--- config.mk ---
export PLATFORM = sky130hd
export DESIGN_NAME = incr_decim2
export DESIGN_NICKNAME = d
export VERILOG_FILES = /design/src/rtl/incr_decim2_pkg.sv /design/src/rtl/incr_decim2_seq.sv /design/src/rtl/incr_decim2_cascade.sv /design/src/rtl/incr_decim2_div.sv /design/src/rtl/incr_decim2.sv
export SDC_FILE = /design/constraint.sdc
export NUM_CORES = 1
export LEC_CHECK = 0
export CAP_MARGIN = 20
export CORE_MARGIN = 2
export CORE_UTILIZATION = 28
export DETAILED_ROUTE_END_ITERATION = 8
export PLACE_DENSITY = 0.46
export RECOVER_POWER = 50
export SYNTH_ARGS = -nofsm -noshare
export SYNTH_HDL_FRONTEND = slang
export SYNTH_SLANG_ARGS = --single-unit
--- constraint.sdc ---
create_clock -name clk -period 10.2 [get_ports clk]
set_clock_uncertainty 0.15 [all_clocks]
set_input_delay 2.04 -clock clk [delete_from_list [all_inputs] [get_ports clk]]
set_output_delay 2.04 -clock clk [all_outputs]
set_load 0.05 [all_outputs]
--- src/rtl/incr_decim2_pkg.sv ---
package incr_decim2_pkg;

    typedef enum logic {
        PH_IDLE = 1'b0,
        PH_RUN  = 1'b1
    } phase_e;

    // Full-scale magnitude of the second-stage sum for a conversion of n bits.
    function automatic int unsigned tri_number(input int unsigned n);
        return (n * (n + 1)) / 2;
    endfunction

    // Signed width able to hold values in [-v, v].
    function automatic int unsigned signed_width(input int unsigned v);
        return $clog2(v + 1) + 1;
    endfunction

endpackage

--- src/rtl/incr_decim2_seq.sv ---
module incr_decim2_seq
    import incr_decim2_pkg::*;
#(
    parameter int unsigned CONV_LEN = 512,
    parameter int unsigned CNT_W    = 10
) (
    input  logic             clk,
    input  logic             rst_n,
    input  logic             start,
    input  logic             bit_valid,
    output logic             step,
    output logic             clear,
    output logic             done,
    output logic [CNT_W-1:0] count
);

    typedef struct packed {
        phase_e           phase;
        logic [CNT_W-1:0] cnt;
        logic             done;
    } seq_t;

    seq_t s_d, s_q;
    logic last;

    always_comb begin
        s_d   = s_q;
        s_d.done = 1'b0;
        clear = start;
        step  = (s_q.phase == PH_RUN) && bit_valid && !start;
        last  = step && (s_q.cnt == CNT_W'(CONV_LEN - 1));

        if (start) begin
            s_d.phase = PH_RUN;
            s_d.cnt   = '0;
        end else if (step) begin
            if (last) begin
                s_d.phase = PH_IDLE;
                s_d.cnt   = '0;
                s_d.done  = 1'b1;
            end else begin
                s_d.cnt = s_q.cnt + 1'b1;
            end
        end
    end

    always_ff @(posedge clk or negedge rst_n) begin
        if (!rst_n) begin
            s_q <= '{phase: PH_IDLE, cnt: '0, done: 1'b0};
        end else begin
            s_q <= s_d;
        end
    end

    assign done  = s_q.done;
    assign count = s_q.cnt;

endmodule

--- src/rtl/incr_decim2_cascade.sv ---
module incr_decim2_cascade #(
    parameter int unsigned ACC1_W = 11,
    parameter int unsigned ACC2_W = 19
) (
    input  logic              clk,
    input  logic              rst_n,
    input  logic              clear,
    input  logic              step,
    input  logic              bit_in,
    output logic [ACC1_W-1:0] acc1,
    output logic [ACC2_W-1:0] acc2
);

    typedef struct packed {
        logic [ACC1_W-1:0] acc1;
        logic [ACC2_W-1:0] acc2;
    } cas_t;

    cas_t s_d, s_q;
    logic [ACC1_W-1:0] delta;
    logic [ACC1_W-1:0] acc1_upd;
    logic [ACC2_W-1:0] acc1_ext;

    always_comb begin
        s_d      = s_q;
        delta    = bit_in ? ACC1_W'(1) : '1;
        acc1_upd = s_q.acc1 + delta;
        acc1_ext = {{(ACC2_W - ACC1_W){acc1_upd[ACC1_W-1]}}, acc1_upd};

        if (clear) begin
            s_d.acc1 = '0;
            s_d.acc2 = '0;
        end else if (step) begin
            s_d.acc1 = acc1_upd;
            s_d.acc2 = s_q.acc2 + acc1_ext;
        end
    end

    always_ff @(posedge clk or negedge rst_n) begin
        if (!rst_n) begin
            s_q <= '0;
        end else begin
            s_q <= s_d;
        end
    end

    assign acc1 = s_q.acc1;
    assign acc2 = s_q.acc2;

endmodule

--- src/rtl/incr_decim2_div.sv ---
module incr_decim2_div #(
    parameter int unsigned ACC2_W = 19,
    parameter int unsigned FULL   = 131328,
    parameter int unsigned Q_W    = 16
) (
    input  logic              clk,
    input  logic              rst_n,
    input  logic              abort,
    input  logic              load,
    input  logic [ACC2_W-1:0] acc2,
    output logic [Q_W-1:0]    quot,
    output logic              valid
);

    localparam int unsigned IDX_W = $clog2(Q_W);

    typedef struct packed {
        logic              busy;
        logic [IDX_W-1:0]  idx;
        logic [ACC2_W-1:0] rem;
        logic [Q_W-1:0]    q;
        logic [Q_W-1:0]    res;
        logic              vld;
    } div_t;

    div_t s_d, s_q;
    logic [ACC2_W:0]   biased;
    logic [ACC2_W-1:0] weight;
    logic              ge;
    logic [ACC2_W-1:0] rem_sub;
    logic [Q_W-1:0]    q_next;

    always_comb begin
        s_d     = s_q;
        s_d.vld = 1'b0;

        // Shift the signed sum into [0, 2F]; half of it is the ones-weight.
        biased  = {acc2[ACC2_W-1], acc2} + (ACC2_W + 1)'(FULL);
        weight  = biased[ACC2_W:1];

        ge      = (s_q.rem >= ACC2_W'(FULL));
        rem_sub = ge ? (s_q.rem - ACC2_W'(FULL)) : s_q.rem;
        q_next  = {s_q.q[Q_W-2:0], ge};

        if (abort) begin
            s_d.busy = 1'b0;
        end else if (load) begin
            s_d.busy = 1'b1;
            s_d.idx  = IDX_W'(Q_W - 1);
            s_d.rem  = weight;
            s_d.q    = '0;
        end else if (s_q.busy) begin
            s_d.q   = q_next;
            s_d.rem = rem_sub << 1;
            if (s_q.idx == '0) begin
                s_d.busy = 1'b0;
                s_d.res  = q_next;
                s_d.vld  = 1'b1;
            end else begin
                s_d.idx = s_q.idx - 1'b1;
            end
        end
    end

    always_ff @(posedge clk or negedge rst_n) begin
        if (!rst_n) begin
            s_q <= '0;
        end else begin
            s_q <= s_d;
        end
    end

    assign quot  = s_q.res;
    assign valid = s_q.vld;

endmodule

--- src/rtl/incr_decim2.sv ---
module incr_decim2
    import incr_decim2_pkg::*;
#(
    parameter int unsigned CONV_LEN = 512,
    parameter int unsigned FRAC_W   = 15
) (
    input  logic          clk,
    input  logic          rst_n,
    input  logic          start,
    input  logic          bit_valid,
    input  logic          bit_in,
    output logic [FRAC_W:0] result,
    output logic          result_valid
);

    localparam int unsigned FULL   = tri_number(CONV_LEN);
    localparam int unsigned CNT_W  = $clog2(CONV_LEN + 1);
    localparam int unsigned ACC1_W = signed_width(CONV_LEN);
    localparam int unsigned ACC2_W = signed_width(FULL);
    localparam int unsigned Q_W    = FRAC_W + 1;

    logic              step_w;
    logic              clear_w;
    logic              done_w;
    logic [CNT_W-1:0]  cnt_w;
    logic [ACC1_W-1:0] acc1_w;
    logic [ACC2_W-1:0] acc2_w;

    incr_decim2_seq #(
        .CONV_LEN (CONV_LEN),
        .CNT_W    (CNT_W)
    ) u_seq (
        .clk       (clk),
        .rst_n     (rst_n),
        .start     (start),
        .bit_valid (bit_valid),
        .step      (step_w),
        .clear     (clear_w),
        .done      (done_w),
        .count     (cnt_w)
    );

    incr_decim2_cascade #(
        .ACC1_W (ACC1_W),
        .ACC2_W (ACC2_W)
    ) u_cascade (
        .clk    (clk),
        .rst_n  (rst_n),
        .clear  (clear_w),
        .step   (step_w),
        .bit_in (bit_in),
        .acc1   (acc1_w),
        .acc2   (acc2_w)
    );

    incr_decim2_div #(
        .ACC2_W (ACC2_W),
        .FULL   (FULL),
        .Q_W    (Q_W)
    ) u_div (
        .clk   (clk),
        .rst_n (rst_n),
        .abort (start),
        .load  (done_w),
        .acc2  (acc2_w),
        .quot  (result),
        .valid (result_valid)
    );

endmodule

== Word level (Yosys, flattened, before mapping) ==
Cells that the tools add are included.
Storage, ports and cells
  register bits: 98
  input bits: 5
  output and inout bits: 17
  logic and storage cells: 52
Operators by class
  $add $sub $neg: 6
  order comparisons: 1
  eq/ne operators: 2
  mux-type cells: 18
  bitwise logic cells: 2
  reduce and logical (&&, ||, !) cells: 12
Operators by type and width (count)
  two-way mux 30 bit: 2
  two-way mux 57 bit: 1
  two-way mux 40 bit: 1
  two-way mux 11 bit: 2
  adder 19 x 19 -> 20 bit, second input constant: 1
  adder 19 bit: 1
  greater-or-equal comparator 19 x 18 -> 1 bit, second input constant: 1
  two-way mux 18 bit: 1
  subtractor 18 bit, second input constant: 1
  two-way mux 17 bit: 1
  two-way mux 12 bit: 1
  adder 11 bit: 1
  adder 10 x 1 -> 10 bit, second input constant: 1
  equality test 10 x 9 -> 1 bit, second input constant: 1
  two-way mux 10 bit: 1
  two-way mux 1 bit: 7
  nonzero test 2 bit: 3
  zero test 4 bit: 1
  two-way mux 4 bit: 1
  AND reduction 2 bit: 2
  AND reduction 4 bit: 1
  subtractor 4 x 1 -> 4 bit, second input constant: 1
  logical AND 1 bit: 3
  AND reduction 3 bit: 1
  other kinds (3): 4

== Longest topological paths before layout ==
Gate-level depths: netlist of the first run.
  word-level depth: 6
  gate-level depth with buffers: 17
  mapped depth without buffers: 17

== Hierarchy ==
Synthesis of the first run repeated with hierarchy kept, for this count alone.
Second synthesis, totals
  cells, all modules: 658
  area total of the unflattened synthesis: 6222.2 µm²
Modules (own cells, without submodules)
  incr_decim2_div: instances 1, cells an instance 276, area an instance 2880.3 µm²
  incr_decim2_cascade: instances 1, cells an instance 306, area an instance 2630.0 µm²
  incr_decim2_seq: instances 1, cells an instance 76, area an instance 711.9 µm²

== Least setup slack after synthesis of the first run ==
OpenSTA, ideal clock, no wires.
  path kind: input -> register
  start: in bit_in
  end: reg u_cascade.s_q, in the netlist u_cascade.acc2[18]
  arrival: 5.294 ns
  path slack: 4.631 ns
  stages on the path: 17
  cells stage by stage: inv_1 -> ha_1 -> a21o_1 -> a21oi_1 -> o21bai_1 -> a21oi_1 -> nor3b_1 -> or2_2 -> xor2_1 -> ha_1 -> nand2_1 -> a2111oi_0 -> o21ai_0 -> a21oi_1 -> o211ai_1 -> nand3b_1 -> mux2_2
On the way
  word-level cells in the longest chain between the ends: 5
RTL lines
  start: declaration: RTL line incr_decim2.sv:11  | input logic bit_in,
  two-way mux 11 bit: RTL line incr_decim2_cascade.sv:26  | delta = bit_in ? ACC1_W'(1) : '1;
  adder 11 bit: RTL line incr_decim2_cascade.sv:27  | acc1_upd = s_q.acc1 + delta;
  adder 19 bit: RTL line incr_decim2_cascade.sv:35  | s_d.acc2 = s_q.acc2 + acc1_ext;
  two-way mux 30 bit: RTL line incr_decim2_cascade.sv:33  | end else if (step) begin
  two-way mux 30 bit: RTL line incr_decim2_cascade.sv:30  | if (clear) begin
  end signal: assignment: RTL line incr_decim2_cascade.sv:41  | s_q <= '0;
  end signal: assignment: RTL line incr_decim2_cascade.sv:43  | s_q <= s_d;
  end: declaration: RTL line incr_decim2_cascade.sv:19  | cas_t s_d, s_q;
Every way passes these cells. The select of a mux whose other input is x is not followed.
A chain may end at the register's enable or synchronous reset.

==> metrics.txt, run 1 <==
gr usage total 0.130; Sum Neg Setup Slack 0 ns; Min Hold Slack 0.323 ns; post_cts resized 0; status finished with violations; Die Area 22100 um2; Final min period 6.32 ns; post-CTS setup buffers 0; hold_buf cts 0; synth unique cells 59; via count 4609; number of synthesized flops with an enable pin 0; Net Count, Synth 708; Worst-Skew Late Latency 0.35 ns; DR pass1 iterations 4; core box area 20400 um2; most common library cells after synthesis 116 x nand2_1, 98 x dfrtp_1, 61 x nor2_1; clock-pin transition on the worst setup and hold timing paths 0.07 ns; WP depth 2; Hold Crit Class register to register; asr flop ratio synth 1.00; Most Frequent Cell on Critical Path clkbuf_1; Synth Flop Type dfrtp_1; post-placement setup slack 3.61 ns; PnR worst setup slack 3.88 ns; Final Setup Violations 0; CTS tree built; Synth-to-Final Area Change 10.9%; CTS Buf Count 9; Antenna Diode Count 0; Crit path buffers/inverters 2; fin. max-slew vios 158; leading post-synthesis cells by cell area dfrtp_1 42%, nand2_1 7.4%, ha_1 7.3%, a21oi_1 4.4%, xnor2_1 4.3%; Worst path top cell family by delay buffers and inverters; crit-path cells clkbuf_1 > clkbuf_1; Clock Tree Buf Depth 2; unrepaired setup endpoints after global routing false; PortBufs 21; FF/Latch Area 2450 um2; Worst-Margin Slew 2.75 ns; die width 149 um; starting density of the core 0.288; Tcrit/Tclk final 0.620; worst r2r path cells 15; Syn Area/Cell 8.79 um2; remaining global-route overflow 0; final-layout fill cell count 2118; Ports 22; failing checks capacitance limit, slew limit; CTS H-tree depth 3; initial drt markers 239; Pleak 0.00293 uW; DP Wirelength 9430 um; CP max stage delay 2.06 ns; area taken by multi-input logic gates 3100 um2; crit path max fanout 50; clock sinks 98; first-pass GRT wire length 23100 um; Peak Freq 158 MHz; Setup CP Type primary input to async pin; drt via density 4.93; flops & latches, synth 98; synthesized netlist cell count 667; antenna violations before repair 0; # DRC 0; hold depth 2; Rows 52; Final nets 700; Slew HR -0.830; VDD IR max 77.6 uV; CP arrival 6.04 ns; Synth Warn # 0; Netlist Area Pre-Place 5860 um2; Yosys top cell area share 0.418; sequential share of the synthesized area 0.418; Die Ht 149 um; pwr dens 193 nW/um2; vias in the first global route 4558; Crit-path slowest cell clkbuf_1; drt total wl 13500 um; critical path endpoint category async pin; Fin. Hold Viols 0; post-synth top area cell dfrtp_1; clk root buf clkbuf_16; Placer Congestion 0.794; CP required 9.92 ns; largest net degree at the start of global routing 57; Detail Route Antenna Nets 0; max cap viols 3; layout cells sized above 1 0.0482; most frequent cell after synthesis nand2_1; Finished Core Util 0.319; DR WL/cell 14.5 um; Setup crit start kind primary input
==> cells by family after synthesis <==
kind of cell               count (synthesis)  share of synthesized area
buffers and inverters                     66                     0.0525
DFF                                       98                      0.418
xor gates and xnor gates                  40                     0.0598
adders and majority gates                 36                     0.0794
AOI/OAI and AO/OA                        176                      0.193
and+or+nand+nor                          248                      0.191
muxes                                      3                    0.00534
==> layout make-up <==
cell class,instances,share of cell area
clock buffer,9,0.0346
sequential,98,0.377
clock inverter,7,0.0125
multi-input combinational,503,0.477
tap,270,0.0520
inverter,22,0.0127
timing repair buffer,25,0.0341
==> cell usage in the layout (no fill, tap or decap), types with 9 or more instances in the layout <==
| master | netlist | routed |
|---|---|---|
| nand2_1 | 116 | 116 |
| dfrtp_1 | 98 | 98 |
| nor2_1 | 61 | 61 |
| a21oi_1 | 51 | 51 |
| o21ai_0 | 40 | 40 |
| ha_1 | 34 | 34 |
| xnor2_1 | 29 | 29 |
| inv_1 | 22 | 22 |
| clkdlybuf4s50_1 | 0 | 19 |
| a22o_1 | 15 | 15 |
| nand3_1 | 13 | 13 |
| a22oi_1 | 13 | 13 |
| xor2_1 | 11 | 11 |
| a21o_1 | 9 | 9 |
| nor3_1 | 9 | 9 |
| clkbuf_16 | 0 | 9 |
==> metrics by stage <==
step	cells	total power, uW	cell area (um2)
2_1_floorplan	667	804	5860
6_report	934	1250	6500
4_1_cts	934	1260	6510
3_3_place_gp	918	899	6210
3_5_place_dp	918	907	6210
5_1_grt	934	1350	6500
==> sequential cells by signal (all words and copies together), names as in the netlist <==
name / flops
u_cascade.acc1: 11
u_cascade.acc2: 19
u_div.q_next: 15
u_div.quot: 16
u_div.s_q: 24
u_div.valid: 1
u_seq.count: 10
u_seq.done: 1
u_seq.s_q: 1
==> path summary, 6_finish.rpt <==
kind	startpoint	endpoint	slack, ns
setup / recovery	rst_n	u_cascade.acc2[15]	3.88
hold / removal	u_div.quot[5]	u_div.quot[5]	0.32
setup reg to reg	u_cascade.acc1[0]	u_cascade.acc2[18]	6.08
hold reg to reg	u_div.quot[5]	u_div.quot[5]	0.32
max in group clk	bit_in	u_cascade.acc2[18]	4.01
min in group asynchronous	rst_n	u_div.quot[15]	2.39
==> metal layers <==
metal,GRT usage,share of wire,wire length [um],up-vias
li1,-,-,-,2306
met1,0.177,0.49,6620,2226
met2,0.212,0.47,6410,65
met3,0.0236,0.025,338,12
met4,0.0348,0.011,145,0
met5,0,0,0,-
==> power by group <==
group	internal, uW	leakage, uW	switching [uW]
clock network	175	0.000150	176
logic	184	0.00148	242
registers	425	0.00130	49.7
total	784	0.00293	468
No activity file was read; power rests on OpenSTA's default activity.
==> run 2, diff against run 1 <==
--- a/config.mk
+++ b/config.mk
@@ -9,7 +9,7 @@
 export CORE_MARGIN = 2
 export CORE_UTILIZATION = 28
 export DETAILED_ROUTE_END_ITERATION = 8
-export PLACE_DENSITY = 0.46
+export PLACE_DENSITY = 0.47
 export RECOVER_POWER = 50
 export SYNTH_ARGS = -nofsm -noshare
 export SYNTH_HDL_FRONTEND = slang
==> constraint.sdc (replaced) <==
create_clock -name clk -period 5.14 [get_ports clk]
set_clock_uncertainty 0.15 [all_clocks]
set_input_delay 1.028 -clock clk [delete_from_list [all_inputs] [get_ports clk]]
set_output_delay 1.028 -clock clk [all_outputs]
set_load 0.05 [all_outputs]
==> run 2 against run 1 <==
  * The run still ends with capacitance limit, slew limit left
  * Combinational power rose by 110%
  * Setup slack got worse by 3.6 ns
  * Via count rose by 0.61%
  * Design area rose by 2.8%
  * Global-route usage barely moved
  * Utilization rose by 0.90 points
  * Final cell count rose by 2.2%
  * Sequential power rose by 98%
  * Hold slack barely moved
  * Flip-flop and latch count did not move
  * Die area did not move
  * Critical endpoint is now u_cascade.acc2[18]
==> metrics.txt, run 2 (synthesis gave the netlist of run 1 again) <==
Setup CP Type primary input to register; Die Ht 149 um; hold_buf cts 0; Tcrit/Tclk final 0.946; Rows 52; PortBufs 21; Detail Route Antenna Nets 0; clock-pin transition on the worst setup and hold timing paths 0.08 ns; Pleak 0.00305 uW; CTS Buf Count 9; Final nets 721; commonest non-fill, non-tap cell in the layout nand2_1; Placer Congestion 0.836; CP required 5.24 ns; Final min period 4.86 ns; # DRC 0; Design Power 2560 uW; DR WL/cell 14.1 um; non-filler cells, final 955; Slew HR -0.665; drt via density 4.86; post-CTS setup buffers 0; max cap viols 2; CP arrival 4.96 ns; Fin. Hold Viols 0; DR pass1 iterations 4; Worst-Skew Late Latency 0.36 ns; CTS H-tree depth 3; core box area 20400 um2; layout cells sized above 1 0.0774; CTS tree built; clock sinks 98; crit path max fanout 4; clk root buf clkbuf_16; Peak Freq 206 MHz; DP Wirelength 9440 um; starting density of the core 0.288; via count 4637; initial drt markers 231; first-pass GRT wire length 23100 um; max FFs per register 24; Clock Tree Buf Depth 2; fin. max-slew vios 89; Antenna Diode Count 0; drt total wl 13400 um; commonest non-fill, non-tap cells in the layout 116 x nand2_1, 98 x dfrtp_1, 61 x nor2_1; placed cell count 938; Hold Crit Class register to register; status finished with violations; post_cts resized 0; VDD IR max 177 uV; antenna violations before repair 0; pwr dens 383 nW/um2; critical path endpoint category register; final instance area 6680 um2; die width 149 um; failing checks capacitance limit, slew limit; Min Hold Slack 0.323 ns; largest net degree at the start of global routing 78; vias in the first global route 4640; Ports 22; Most flops, register u_div.s_q; DP Area 6370 um2; remaining global-route overflow 0; Setup crit start kind primary input; Die Area 22100 um2; Worst-Margin Slew 2.50 ns; gr usage total 0.129; Final Setup Violations 0; Synth-to-Final Area Change 14.0%
-- run 2: cell types whose count changed in the layout (fill, tap and decap cells not counted), sizes merged --
cell,change
dlymetal6s4s,+1
buf,+21
dlygate4sd3,+1
clkdlybuf4s50,-1
clkbuf,-1
-- run 2: path summary, 6_finish.rpt --
path	end	from	cells past startpoint	slack (ns)
max in group asynchronous	u_cascade.acc2[11]	rst_n	2	0.93
min in group asynchronous	u_div.quot[2]	rst_n	1	0.80
setup / recovery	u_cascade.acc2[18]	bit_in	18	0.28
hold reg to reg	u_div.quot[11]	u_div.quot[11]	2	0.32
hold / removal	u_div.quot[11]	u_div.quot[11]	2	0.32
setup reg to reg	u_cascade.acc2[18]	u_cascade.acc1[0]	15	1.15
-- run 2: through the flow --
| step | util | TNS, ns | setup WS (ns) |
|---|---|---|---|
| detailed placement | 0.313 | -0.0218 | -0.0218 |
| finish | 0.328 | 0 | 0.276 |
| global route | 0.328 | -0.0134 | -0.0134 |
| floorplan | - | 0 | 0.583 |
| CTS | 0.328 | 0 | 0.343 |
| global placement | 0.313 | 0 | 0.0653 |
-- run 2: critical path, cell delays in order --
cell and delay [ns]:
clkdlybuf4s50_1 0.49, inv_1 0.11, ha_1 0.31, a21o_1 0.19, a21oi_1 0.21, o21bai_1 0.09
a21oi_1 0.24, nor3b_1 0.10, or2_2 0.32, xor2_1 0.15, ha_1 0.30, nand2_1 0.08
a2111oi_1 0.39, o21ai_0 0.20, a21oi_1 0.21, o211ai_1 0.11, nand3b_1 0.10, mux2_2 0.33
-- run 2: power by group --
| part | switching (uW) | leakage (uW) | total [uW] | internal, uW |
|---|---|---|---|---|
| Combinational | 493 | 0.00160 | 917 | 423 |
| Clock | 353 | 0.000150 | 700 | 348 |
| Sequential | 97.4 | 0.00130 | 940 | 843 |
-- run 2: cell type report --
cell class	instances	area, um2
fill	2132	13700
multi-input combinational	503	3100
sequential	98	2450
timing repair buffer	46	403
tap	270	338
clock buffer	9	225
inverter	22	82.6
clock inverter	7	81.3
-- run 2: layer usage --
layer / vias to the layer above / track usage / routed length (um)
li1: 2343 / - / -
met1: 2213 / 0.173 / 6630
met2: 65 / 0.211 / 6270
met3: 16 / 0.0190 / 297
met4: 0 / 0.0495 / 234
met5: - / 0 / 0
==> run 3, diff against run 2 <==
--- a/config.mk
+++ b/config.mk
@@ -9,7 +9,7 @@
 export CORE_MARGIN = 2
 export CORE_UTILIZATION = 28
 export DETAILED_ROUTE_END_ITERATION = 8
-export PLACE_DENSITY = 0.47
+export PLACE_DENSITY = 0.46
 export RECOVER_POWER = 50
 export SYNTH_ARGS = -nofsm -noshare
 export SYNTH_HDL_FRONTEND = slang
==> constraint.sdc (replaced) <==
create_clock -name clk -period 5.25 [get_ports clk]
set_clock_uncertainty 0.15 [all_clocks]
set_input_delay 1.05 -clock clk [delete_from_list [all_inputs] [get_ports clk]]
set_output_delay 1.05 -clock clk [all_outputs]
set_load 0.05 [all_outputs]
==> run 3 against run 2 <==
  * The flow still finishes with violations (capacitance limit, slew limit)
  * Sequential share of layout area rose by 0.40 points
  * Via count increased by 0.28%
  * First-iteration DRC count increased by 4.8%
  * Utilization fell by 0.35 points
  * Highest routed layer unchanged
  * Largest cell class unchanged
  * Register-to-register slack gained 0.12 ns
  * Critical path type unchanged
==> metrics.txt, run 3 (synthesis gave the netlist of run 1 again) <==
DR WL/cell 14.1 um; Final min period 4.93 ns; fin. max-slew vios 99; Design Power 2480 uW; Setup CP Type primary input to register; Tcrit/Tclk final 0.940; CP required 5.34 ns; clock-pin transition on the worst setup and hold timing paths 0.08 ns; clk root buf clkbuf_16; Psw 912 uW; Slew HR -1.36; drt total wl 13400 um; Final nets 715; CP arrival 5.02 ns; DR pass1 iterations 4; die width 149 um; hold_buf cts 0; CTS tree built; first-pass GRT wire length 23300 um; via count 4650; clock sinks 98; max cap viols 2; PnR worst setup slack 0.315 ns; Clk network pwr share 0.273; Pleak 0.00301 uW; antenna violations before repair 0; critical path endpoint category register; largest net degree at the start of global routing 66; Die Area 22100 um2; PortBufs 21; Clock Tree Buf Depth 2; post_cts resized 0; initial drt markers 242; gr usage total 0.130; drt via density 4.90; layout cells sized above 1 0.0692; Worst-Skew Late Latency 0.36 ns; commonest non-fill, non-tap cells in the layout 116 x nand2_1, 98 x dfrtp_1, 61 x nor2_1; CTS H-tree depth 3; post-placement setup slack -0.0391 ns; Ports 22; core box area 20400 um2; Placer Congestion 0.803; Die Ht 149 um; Most flops, register u_div.s_q; status finished with violations; Sequential Power Share 0.371; Antenna Diode Count 0; unrepaired setup endpoints after global routing false; failing checks capacitance limit, slew limit; Finished Core Util 0.325; CTS Buf Count 9; Detail Route Antenna Nets 0; post-CTS setup buffers 0; Setup crit start kind primary input; remaining global-route overflow 0; starting density of the core 0.288; final-layout fill cell count 2117; max FFs per register 24; Synth-to-Final Area Change 12.8%; DP Wirelength 9520 um; pwr dens 375 nW/um2; Sw Ratio 0.368; commonest non-fill, non-tap cell in the layout nand2_1; Worst-Margin Slew 3.54 ns; VDD IR max 178 uV; Internal Pwr Total 1570 uW; Fin. Hold Viols 0; crit path max fanout 9; Final Setup Violations 0; Peak Freq 203 MHz; Hold Crit Class register to register; Rows 52; vias in the first global route 4675; # DRC 0; power share of the combinational group 0.356
-- run 3: critical path: stages --
cell and delay (ns):
clkdlybuf4s50_1 0.49, inv_1 0.17, ha_1 0.39, nor2b_1 0.16, o2111ai_1 0.29, nand4_1 0.19
a21o_1 0.23, and2_1 0.24, ha_1 0.35, a21o_1 0.21, or3_1 0.30, o22ai_1 0.19
a21oi_1 0.12, a211oi_1 0.17, nand3b_1 0.14, mux2_2 0.33
-- run 3: path summary, 6_finish.rpt --
kind                              startpoint  slack [ns]  depth (start not counted)                  to
min                            u_div.quot[5]        0.33                          2       u_div.quot[5]
max in group asynchronous              rst_n        0.87                          2  u_cascade.acc2[18]
min reg2reg                    u_div.quot[5]        0.33                          2       u_div.quot[5]
max reg2reg                u_cascade.acc1[0]        1.27                         15  u_cascade.acc2[18]
max                                   bit_in        0.32                         16  u_cascade.acc2[18]
min in group asynchronous              rst_n        1.76                          1       u_div.quot[1]
-- run 3: final cells by class --
type                            count  area (um2)  area share
Tap cell                          270         338      0.0511
Clock buffer                        9         225      0.0341
Clock inverter                      7        76.3      0.0115
Multi-Input combinational cell    503        3100       0.469
Timing Repair Buffer               40         338      0.0511
Inverter                           22        82.6      0.0125
Sequential cell                    98        2450       0.371
-- run 3: power by group through the flow --
| stage | registers [uW] | clock network (uW) | logic, uW |
|---|---|---|---|
| final | 919 | 676 | 883 |
| after global routing | 935 | 741 | 1000 |
| after CTS | 920 | 701 | 889 |
| after detailed placement | 936 | 0 | 883 |
| after global placement | 934 | 0 | 877 |
| after floorplan | 897 | 0 | 665 |
-- run 3: per-layer routing --
layer	global-route usage	up-vias	part of all wire
met1	0.170	2252	0.48
met4	0.0405	0	0.012
met3	0.0255	10	0.028
met2	0.219	56	0.48
li1	-	2332	-
met5	0	-	0
-- run 3: metrics by stage --
step	cells	setup TNS, ns	hold WS, ns	area (um2)
after CTS	949	0	0.333	6620
after global routing	949	0	0.351	6610
after global placement	933	0	0.307	6320
after floorplan	667	0	0.289	5860
after detailed placement	933	-0.0391	0.313	6320
final	949	0	0.327	6610
